$ cat config.mk
export PLATFORM = sky130hd
export DESIGN_NAME = dmx_translator
export DESIGN_NICKNAME = d
export VERILOG_FILES = /design/src/rtl/dmx_pkg.sv /design/src/rtl/dmx_addr_map.sv /design/src/rtl/dmx_fault_log.sv /design/src/rtl/dmx_ctrl_fsm.sv /design/src/rtl/dmx_translator.sv
export SDC_FILE = /design/constraint.sdc
export NUM_CORES = 1
export LEC_CHECK = 0
export BUFFER_PORTS_ARGS = -buffer_cell sky130_fd_sc_hd__buf_2
export CORE_AREA = 3 3 226 228
export CTS_BUF_LIST = sky130_fd_sc_hd__clkbuf_4 sky130_fd_sc_hd__clkbuf_8 sky130_fd_sc_hd__clkbuf_16
export CTS_CLUSTER_DIAMETER = 50
export DETAILED_ROUTE_END_ITERATION = 6
export DIE_AREA = 0 0 229 231
export PLACE_DENSITY_LB_ADDON = 0.12
export SYNTH_ARGS = -nofsm -noshare
export SYNTH_HDL_FRONTEND = slang
export SYNTH_HIERARCHICAL = 1
export SYNTH_SLANG_ARGS = --single-unit
$ cat constraint.sdc
create_clock -name clk -period 2.8 [get_ports clk]
set_input_delay 0.84 -clock clk [delete_from_list [all_inputs] [get_ports clk]]
set_output_delay 0.84 -clock clk [all_outputs]
set_load 0.01 [all_outputs]
$ cat src/rtl/dmx_pkg.sv
package dmx_pkg;

   typedef enum logic [2:0] {
      ST_IDLE,
      ST_FWD_MEM,
      ST_FWD_WTI,
      ST_DRAIN,
      ST_IRQ_WR,
      ST_ERR_RSP,
      ST_MISS_WAIT
   } dmx_state_e;

   localparam logic [1:0] FLT_NONE   = 2'd0;
   localparam logic [1:0] FLT_PAGE   = 2'd1;
   localparam logic [1:0] FLT_RDONLY = 2'd2;

   localparam logic [3:0] PKT_PERIPH_WTI = 4'h4;
   localparam logic [3:0] PKT_FAULT_WTI  = 4'hC;

   localparam logic [1:0] RSP_ERR_CODE = 2'b01;

endpackage

$ cat src/rtl/dmx_addr_map.sv
module dmx_addr_map #(
   parameter int          VA_W     = 32,
   parameter int          PA_W     = 40,
   parameter bit          WIN_EN   = 1'b1,
   parameter logic [39:0] WIN_BASE = 40'h00_C000_0000,
   parameter logic [39:0] WIN_MASK = 40'hFF_FF00_0000
) (
   input  logic            xlat_en,
   input  logic [VA_W-1:0] vaddr,
   input  logic [PA_W-1:0] tr_paddr,
   output logic [PA_W-1:0] paddr,
   output logic            in_window
);
   localparam int PAD_W = PA_W - VA_W;

   logic [PA_W-1:0] pass_addr;

   generate
      if (PAD_W > 0) begin : g_pad
         assign pass_addr = {{PAD_W{1'b0}}, vaddr};
      end else begin : g_same
         assign pass_addr = vaddr;
      end
   endgenerate

   assign paddr = xlat_en ? tr_paddr : pass_addr;

   generate
      if (WIN_EN) begin : g_win
         localparam logic [PA_W-1:0] BASE_P = PA_W'(WIN_BASE);
         localparam logic [PA_W-1:0] MASK_P = PA_W'(WIN_MASK);
         assign in_window = ((paddr & MASK_P) == BASE_P);
      end else begin : g_nowin
         assign in_window = 1'b0;
      end
   endgenerate
endmodule

$ cat src/rtl/dmx_fault_log.sv
module dmx_fault_log #(
   parameter int VA_W  = 32,
   parameter int SRC_W = 14
) (
   input  logic             clk,
   input  logic             rst_n,
   input  logic             log_en,
   input  logic [1:0]       code,
   input  logic [VA_W-1:0]  vaddr,
   input  logic [SRC_W-1:0] srcid,
   output logic [VA_W-1:0]  bad_vaddr,
   output logic [SRC_W-1:0] bad_srcid,
   output logic [1:0]       err_type
);
   always_ff @(posedge clk) begin
      if (!rst_n) begin
         bad_vaddr <= '0;
         bad_srcid <= '0;
         err_type  <= '0;
      end else if (log_en) begin
         bad_vaddr <= vaddr;
         bad_srcid <= srcid;
         err_type  <= code;
      end
   end
endmodule

$ cat src/rtl/dmx_ctrl_fsm.sv
module dmx_ctrl_fsm
   import dmx_pkg::*;
(
   input  logic       clk,
   input  logic       rst_n,
   input  logic       xlat_en,
   input  logic       irq_en,
   input  logic       in_valid,
   input  logic       in_eop,
   input  logic       in_write,
   input  logic       tr_done,
   input  logic       tr_miss,
   input  logic       tr_fault,
   input  logic       tr_writable,
   input  logic       tr_fill,
   input  logic       in_window,
   input  logic       mem_ready,
   input  logic       wti_ready,
   input  logic       rsp_ready,
   output dmx_state_e state,
   output logic       hdr_take,
   output logic       log_fault,
   output logic [1:0] fault_code
);
   dmx_state_e nxt;
   logic       fault_now;

   assign fault_now  = tr_fault || (in_write && !tr_writable);
   assign fault_code = tr_fault ? FLT_PAGE : FLT_RDONLY;

   always_comb begin
      nxt       = state;
      hdr_take  = 1'b0;
      log_fault = 1'b0;
      unique case (state)
         ST_IDLE: begin
            if (in_valid) begin
               if (!xlat_en) begin
                  hdr_take = 1'b1;
                  nxt      = in_window ? ST_FWD_WTI : ST_FWD_MEM;
               end else if (tr_done) begin
                  if (fault_now) begin
                     log_fault = 1'b1;
                     nxt       = ST_DRAIN;
                  end else if (tr_miss) begin
                     nxt = ST_MISS_WAIT;
                  end else begin
                     hdr_take = 1'b1;
                     nxt      = in_window ? ST_FWD_WTI : ST_FWD_MEM;
                  end
               end
            end
         end
         ST_FWD_MEM:   if (in_valid && mem_ready && in_eop) nxt = ST_IDLE;
         ST_FWD_WTI:   if (in_valid && wti_ready && in_eop) nxt = ST_IDLE;
         ST_DRAIN:     if (in_valid && in_eop) nxt = irq_en ? ST_IRQ_WR : ST_ERR_RSP;
         ST_IRQ_WR:    if (wti_ready) nxt = ST_ERR_RSP;
         ST_ERR_RSP:   if (rsp_ready) nxt = ST_IDLE;
         ST_MISS_WAIT: if (tr_fill) nxt = ST_IDLE;
         default:      nxt = ST_IDLE;
      endcase
   end

   always_ff @(posedge clk) begin
      if (!rst_n) state <= ST_IDLE;
      else        state <= nxt;
   end
endmodule

$ cat src/rtl/dmx_translator.sv
module dmx_translator
   import dmx_pkg::*;
#(
   parameter int          VA_W       = 32,
   parameter int          PA_W       = 40,
   parameter int          DATA_W     = 64,
   parameter int          WTI_W      = 32,
   parameter int          SRC_W      = 14,
   parameter int          TRD_W      = 4,
   parameter int          PKT_W      = 8,
   parameter int          LINE_BYTES = 64,
   parameter bit          WIN_EN     = 1'b1,
   parameter logic [39:0] WIN_BASE   = 40'h00_C000_0000,
   parameter logic [39:0] WIN_MASK   = 40'hFF_FF00_0000,
   parameter logic [13:0] OWN_SRCID  = 14'h2A5
) (
   input  logic              clk,
   input  logic              rst_n,
   input  logic              xlat_en,
   input  logic              irq_en,
   input  logic [31:0]       irq_addr_lo,
   input  logic [31:0]       irq_addr_hi,
   input  logic              in_valid,
   output logic              in_ready,
   input  logic [VA_W-1:0]   in_addr,
   input  logic [DATA_W-1:0] in_wdata,
   input  logic              in_write,
   input  logic [SRC_W-1:0]  in_srcid,
   input  logic [TRD_W-1:0]  in_trdid,
   input  logic [PKT_W-1:0]  in_pktid,
   input  logic              in_eop,
   output logic              tr_req,
   output logic [VA_W-1:0]   tr_vaddr,
   input  logic              tr_done,
   input  logic              tr_miss,
   input  logic              tr_fault,
   input  logic              tr_writable,
   input  logic [PA_W-1:0]   tr_paddr,
   input  logic              tr_fill,
   output logic              mem_valid,
   input  logic              mem_ready,
   output logic [PA_W-1:0]   mem_addr,
   output logic [DATA_W-1:0] mem_wdata,
   output logic              mem_write,
   output logic [SRC_W-1:0]  mem_srcid,
   output logic [TRD_W-1:0]  mem_trdid,
   output logic [PKT_W-1:0]  mem_pktid,
   output logic              mem_eop,
   output logic              wti_valid,
   input  logic              wti_ready,
   output logic [PA_W-1:0]   wti_addr,
   output logic [WTI_W-1:0]  wti_data,
   output logic [SRC_W-1:0]  wti_srcid,
   output logic [TRD_W-1:0]  wti_trdid,
   output logic [PKT_W-1:0]  wti_pktid,
   output logic              rsp_valid,
   input  logic              rsp_ready,
   output logic [SRC_W-1:0]  rsp_srcid,
   output logic [TRD_W-1:0]  rsp_trdid,
   output logic [PKT_W-1:0]  rsp_pktid,
   output logic [1:0]        rsp_error,
   output logic [VA_W-1:0]   bad_vaddr,
   output logic [SRC_W-1:0]  bad_srcid,
   output logic [1:0]        err_type
);
   localparam int OFS_W  = $clog2(LINE_BYTES);
   localparam int LINE_W = PA_W - OFS_W;

   generate
      if (PA_W < VA_W)                        begin : g_chk_pa  $error("PA_W must not be below VA_W"); end
      if (PA_W > 64)                          begin : g_chk_pa2 $error("PA_W must fit the 64-bit target"); end
      if ((1 << OFS_W) != LINE_BYTES)         begin : g_chk_ln  $error("LINE_BYTES must be a power of two"); end
      if (VA_W <= OFS_W)                      begin : g_chk_va  $error("VA_W must exceed the line offset"); end
      if (WTI_W > DATA_W)                     begin : g_chk_wd  $error("WTI_W must not exceed DATA_W"); end
      if (PKT_W < 4)                          begin : g_chk_pk  $error("PKT_W must hold the interrupt codes"); end
      if (SRC_W > 14)                         begin : g_chk_sr  $error("SRC_W must fit OWN_SRCID"); end
   endgenerate

   dmx_state_e       state;
   logic             hdr_take;
   logic             log_fault;
   logic [1:0]       fault_code;
   logic [PA_W-1:0]  paddr;
   logic             in_window;
   logic [LINE_W-1:0] pa_line;
   logic [SRC_W-1:0] h_srcid;
   logic [TRD_W-1:0] h_trdid;
   logic [PKT_W-1:0] h_pktid;
   logic [63:0]      irq_full;
   logic [PA_W-1:0]  flit_paddr;

   dmx_addr_map #(
      .VA_W(VA_W), .PA_W(PA_W), .WIN_EN(WIN_EN),
      .WIN_BASE(WIN_BASE), .WIN_MASK(WIN_MASK)
   ) u_map (
      .xlat_en  (xlat_en),
      .vaddr    (in_addr),
      .tr_paddr (tr_paddr),
      .paddr    (paddr),
      .in_window(in_window)
   );

   dmx_ctrl_fsm u_fsm (
      .clk        (clk),
      .rst_n      (rst_n),
      .xlat_en    (xlat_en),
      .irq_en     (irq_en),
      .in_valid   (in_valid),
      .in_eop     (in_eop),
      .in_write   (in_write),
      .tr_done    (tr_done),
      .tr_miss    (tr_miss),
      .tr_fault   (tr_fault),
      .tr_writable(tr_writable),
      .tr_fill    (tr_fill),
      .in_window  (in_window),
      .mem_ready  (mem_ready),
      .wti_ready  (wti_ready),
      .rsp_ready  (rsp_ready),
      .state      (state),
      .hdr_take   (hdr_take),
      .log_fault  (log_fault),
      .fault_code (fault_code)
   );

   dmx_fault_log #(.VA_W(VA_W), .SRC_W(SRC_W)) u_log (
      .clk      (clk),
      .rst_n    (rst_n),
      .log_en   (log_fault),
      .code     (fault_code),
      .vaddr    (in_addr),
      .srcid    (in_srcid),
      .bad_vaddr(bad_vaddr),
      .bad_srcid(bad_srcid),
      .err_type (err_type)
   );

   // Header latches: line base on acceptance, reply IDs on fault.
   always_ff @(posedge clk) begin
      if (!rst_n) begin
         pa_line <= '0;
         h_srcid <= '0;
         h_trdid <= '0;
         h_pktid <= '0;
      end else begin
         if (hdr_take) pa_line <= paddr[PA_W-1:OFS_W];
         if (log_fault) begin
            h_srcid <= in_srcid;
            h_trdid <= in_trdid;
            h_pktid <= in_pktid;
         end
      end
   end

   assign tr_req   = (state == ST_IDLE) && in_valid && xlat_en;
   assign tr_vaddr = in_addr;

   always_comb begin
      unique case (state)
         ST_FWD_MEM: in_ready = mem_ready;
         ST_FWD_WTI: in_ready = wti_ready;
         ST_DRAIN:   in_ready = 1'b1;
         default:    in_ready = 1'b0;
      endcase
   end

   assign flit_paddr = {pa_line, in_addr[OFS_W-1:0]};
   assign irq_full   = {irq_addr_hi, irq_addr_lo};

   assign mem_valid = (state == ST_FWD_MEM) && in_valid;
   assign mem_addr  = flit_paddr;
   assign mem_wdata = in_wdata;
   assign mem_write = in_write;
   assign mem_srcid = in_srcid;
   assign mem_trdid = in_trdid;
   assign mem_pktid = in_pktid;
   assign mem_eop   = in_eop;

   always_comb begin
      if (state == ST_IRQ_WR) begin
         wti_valid = 1'b1;
         wti_addr  = PA_W'(irq_full);
         wti_data  = WTI_W'(bad_vaddr);
         wti_srcid = SRC_W'(OWN_SRCID);
         wti_trdid = '0;
         wti_pktid = PKT_W'(PKT_FAULT_WTI);
      end else begin
         wti_valid = (state == ST_FWD_WTI) && in_valid;
         wti_addr  = flit_paddr;
         wti_data  = in_wdata[WTI_W-1:0];
         wti_srcid = in_srcid;
         wti_trdid = in_trdid;
         wti_pktid = PKT_W'(PKT_PERIPH_WTI);
      end
   end

   assign rsp_valid = (state == ST_ERR_RSP);
   assign rsp_srcid = h_srcid;
   assign rsp_trdid = h_trdid;
   assign rsp_pktid = h_pktid;
   assign rsp_error = RSP_ERR_CODE;
endmodule

### Yosys cells after proc, flatten, opt, wreduce, memory -nomap -nowiden

Index checks and enable logic that the tools add are counted.

| operators by class | value |
|---|---|
| equal/unequal tests | 15 |
| multiplexer cells | 34 |
| reduce and logical (&&, ||, !) cells | 14 |

Operators with widths:

| cell | count |
|---|---|
| $mux W40 | 2 |
| $mux W3 | 11 |
| $mux W32 | 1 |
| $pmux W3 S7 | 1 |
| $eq A16 B8 Y1 const B | 1 |
| $mux W14 | 1 |
| $mux W1 | 13 |
| $logic_and A1 B1 Y1 | 10 |
| $eq A3 B3 Y1 const B | 3 |
| $mux W4 | 2 |
| $ne A2 B1 Y1 const B | 4 |
| $reduce_and A8 Y1 | 1 |
| $eq A3 B2 Y1 const B | 2 |
| $ne A2 B2 Y1 const B | 3 |
| $mux W2 | 2 |
| $eq A3 B1 Y1 const B | 1 |
| $logic_not A3 Y1 | 1 |
| $ne A3 B3 Y1 const B | 1 |
| $pmux W1 S3 | 1 |
| $logic_not A1 Y1 | 1 |
| $logic_or A1 B1 Y1 | 1 |

| storage, ports and cells | value |
|---|---|
| bits of input ports | 241 |
| register bits after elaboration | 97 |
| logic and storage cells | 70 |
| output and inout port bits | 343 |

### Logic depth before layout (Yosys ltp)

| depth | value |
|---|---|
| depth after elaboration | 9 |
| mapped depth | 9 |
| gate-level depth less buffers | 8 |

### Modules after synthesis

Netlist, hierarchy kept.

By module, submodules not included:

| module | cells each | area each (sq um) | sequential area each (sq um) | instances |
|---|---|---|---|---|
| dmx_translator | 446 | 4725.8 | 1201.2 | 1 |
| dmx_fault_log | 155 | 1845.5 | 960.9 | 1 |
| dmx_addr_map | 57 | 500.5 | 0.0 | 1 |
| dmx_ctrl_fsm | 41 | 301.5 | 60.1 | 1 |

### Worst setup path before layout

OpenSTA, ideal clock, no wires.

| timing | value |
|---|---|
| kind | input-to-reg |
| start point | input xlat_en |
| end point | register u_fsm.state[0] |
| stages | 9 |
| path slack | 461 ps |
| setup time | 131 ps |
| arrival time | 2207 ps |
| cell sequence | buf_6 -> nand2b_1 -> or4_1 -> a222oi_1 -> a21oi_1 -> nor2_1 -> nand2_1 -> a21oi_1 -> a21oi_1 |

| on the way | value |
|---|---|
| word-level cells in the longest chain between the ends | 9 |
| elaborated cells between the ends (all ways) | 11 |
| those cells by class | eq/ne: 2; mux: 8; reduce/logical: 1 |

Ends and longest elaborated chain:

| item | line | text |
|---|---|---|
| start: declaration | dmx_translator.sv:19 | `input logic xlat_en,` |
| $mux W40 (*) | dmx_addr_map.sv:26 | `assign paddr = xlat_en ? tr_paddr : pass_addr;` |
| $eq A16 B8 Y1 (*) | dmx_addr_map.sv:32 | `assign in_window = ((paddr & MASK_P) == BASE_P);` |
| via in_window | dmx_translator.sv:84 | `logic in_window;` |
| $mux W2 (*) | dmx_ctrl_fsm.sv:40, dmx_ctrl_fsm.sv:49 |  |
| $mux W3 | dmx_ctrl_fsm.sv:45 | `end else if (tr_miss) begin` |
| $mux W3 | dmx_ctrl_fsm.sv:42 | `if (fault_now) begin` |
| $mux W3 | dmx_ctrl_fsm.sv:41 | `end else if (tr_done) begin` |
| $mux W3 (*) | dmx_ctrl_fsm.sv:38 | `if (!xlat_en) begin` |
| $mux W3 (*) | dmx_ctrl_fsm.sv:37 | `if (in_valid) begin` |
| $pmux W3 S7 (*) | dmx_ctrl_fsm.sv:35 | `unique case (state)` |
| end signal: assignment | dmx_ctrl_fsm.sv:66 | `else state <= nxt;` |
| end: declaration | dmx_ctrl_fsm.sv:20 | `output dmx_state_e state,` |

Mark *: on every way through the listed nets, which the timed path passes. The rest lies on a longest branch. The select of a mux whose other input is x is not followed.
A chain may end at the register's enable or synchronous reset.

### Worst setup path after layout

| timing | value |
|---|---|
| start point | register u_fsm.state[0] |
| end point | output wti_addr[28] |

| on the way | value |
|---|---|
| word-level cells in the longest chain between the ends | 2 |

Ends and longest elaborated chain:

| item | line | text |
|---|---|---|
| $eq A3 B3 Y1 | dmx_translator.sv:180 | `if (state == ST_IRQ_WR) begin` |
| $mux W40 | dmx_translator.sv:180 |  |
| end: declaration | dmx_translator.sv:51 | `output logic [PA_W-1:0] wti_addr,` |

Every way passes these cells.

==> results.yml <==
run_status:
  outcome: "completed"
routing:
  vias_per_cell: 3.46
  wl_met1_mm: 11.5
  wl_met2_mm: 14.8
  drt_first_pass_iters: 4
  drc: 0
  wl_met3_mm: 2.11
  wl_mm: 28.8
  route.top_layer_used: "met4"
  ant_nets: 0
  wl_per_cell_um: 16.8
  drt_iter0_drc: 129
  vias: 5951
layout:
  fin_area_um2: 10100
  area_delta_synth_final_pct: 37.6
  num_antenna_cells: 0
  drive_gt1_frac: 0.611
  num-nets-final: 1291
  fill_cells: 5529
sta:
  slew_headroom: 0.625
  setup_ws_ns: 0.103
  setup_viol: 0
  tightest_slew_ns: 0.562
  period_needed_ns: 2.70
  skew_ns: 0.0126
  hold_viol_final: 0
  timing.final.max_slew_violations: 0
  fmax_ghz: 0.371
  post-route-period-util: 0.963
  grt_setup_unrepaired: "yes"
worst_setup_path:
  cp-end-kind: "primary output"
  critPathTopFamily: "buffers and inverters"
  worstSetupPathType: "reg -> out"
  crit_fanout: 13
  cpPeakStageDelay_ns: 0.34
  worstSetupStartpointType: "register"
  crit_buf_inv: 3
  critPathRequiredTime_ns: 1.96
  cp_cell_sequence: "nor3b_4, buf_12, clkbuf_16, mux2_4, buf_2"
  cp_data_arrival_time_ns: 1.86
  crit_path_top_delay_cell: "dfxtp_2"
floorplan:
  initial_core_util: 0.149
  fp.dieW_um: 229
  die_h_um: 231
  core_area_um2: 49100
  rows: 81
  pin_count: 584
  die_area_um2: 52900
placement:
  portBuffers: 480
  pre_cts_ws_ns: -0.164
  placed_area_um2: 9480
  dp_hpwl_mm: 22.0
  place.gp.congestion: 0.774
synthesis:
  netlist_area_um2: 7310
  synthCells: 693
  synth.avg_cell_area_um2: 10.5
  ys_warn_count: 6
global_routing:
  grt_usage: 0.101
  grt_pass1_wl_mm: 40.0
  grt_antenna_before_repair: 0
  grt_overflow: 0
  grt_pass1_vias: 5946
  grt_max_degree: 54
clocking:
  cts_tree: "done"
  htreeDepth: 3
  clock-sinks: 111
  clk_pin_slew_worst_paths_ns: 0.08
  clockBufferDepth: 2
  clkLatencyLatePin_ns: 0.39
  clock-root-buffer: "clkbuf_16"
  cts_made_buffers: 9
job:
  max_cap_viol_count: 0
power:
  power_density_nw_per_um2: 531
  irDropWorstVdd_mv: 0.451
  power_leakage_uw: 0.00462
min_path:
  min_path_type: "reg -> reg"
[path summary, 6_finish.rpt]
| path | end | startpoint | depth (start not counted) | slack [ns] |
|---|---|---|---|---|
| worst max-delay path | wti_addr[28] | u_fsm/state[0] | 5 | 0.10 |
| worst min-delay path | u_log/bad_srcid[9] | u_log/bad_srcid[9] | 2 | 0.52 |
| worst max register to register | pa_line[12] | u_fsm/state[0] | 8 | 0.92 |
| worst min register to register | u_log/bad_srcid[9] | u_log/bad_srcid[9] | 2 | 0.52 |
[layout make-up]
| cell class | instances | area [um^2] | area share |
|---|---|---|---|
| inverters | 4 | 15.0 | 0.00149 |
| multi-input cells | 406 | 3700 | 0.368 |
| flip-flops and latches | 111 | 2230 | 0.221 |
| repair buffers | 518 | 2950 | 0.293 |
| well taps | 664 | 831 | 0.0826 |
| clock buffers | 10 | 233 | 0.0231 |
| clock inverters | 6 | 100 | 0.00996 |
[state kept, by name (all words and copies together), names as in the netlist]
register / flops
u_fsm/state: 3
rsp_trdid: 4
rsp_pktid: 8
u_log/bad_vaddr: 32
u_log/err_type: 2
rsp_srcid: 14
pa_line: 34
u_log/bad_srcid: 14
[tightest hold or removal path, delay by kind of cell, from the launching register on]
kind	cells	cell delay, ns
AND/OR/NAND/NOR	1	0.09
multiplexers	1	0.06
flip-flops	1	0.33
[routing by layer]
layer  up-vias  GRT usage
met5         -          0
met4         0     0.0214
met3        26     0.0364
met2       262      0.179
met1      2771      0.116
li1       2892          -
[metrics by stage]
stage / TNS (ns) / utilization / instances / total power, uW / hold WS, ns
2_1_floorplan: 0 / - / 700 / 3130 / 0.538
3_3_place_gp: -0.239 / 0.193 / 1692 / 3780 / 0.492
3_5_place_dp: -0.195 / 0.193 / 1692 / 3780 / 0.498
4_1_cts: 0 / 0.200 / 1709 / 5400 / 0.521
5_1_grt: -0.0617 / 0.205 / 1719 / 5690 / 0.544
6_report: 0 / 0.205 / 1719 / 5340 / 0.518
[power breakdown]
| part | total, uW | internal, uW | switching, uW |
|---|---|---|---|
| sequential | 1800 | 1700 | 105 |
| clock | 1530 | 816 | 713 |
| combinational | 2000 | 1030 | 975 |
| total | 5340 | 3540 | 1790 |
[what timing repair did]
item | 4_1_cts | 5_1_grt
gates cloned | 0 | 5
setup endpoints to repair | 27 | 47
pin swaps | 1 | 1
resized for setup | 3 | 16
setup buffers | 1 | 5
hold buffers | 0 | 0
[placed cells by master, fill, tap and decap left out, drive strengths merged]
cell type,count
mux2i,109
nand4,1
o211ai,1
nor2,6
nor3,2
and2,8
nand3b,2
a211oi,1
a221oi,1
o21ai,5
a21boi,2
bufinv,2
inv,8
nand4b,1
nand2,10
dfxtp,111
a222oi,1
conb,9
nand3,2
a21oi,6
and2b,1
nand2b,4
nor4b,1
or2b,1
nor4,2
a32o,2
buf,514
nor2b,122
mux2,96
or2,5
or4,4
nor3b,1
clkbuf,14
Note: power is estimated with default switching activity, not from simulation.
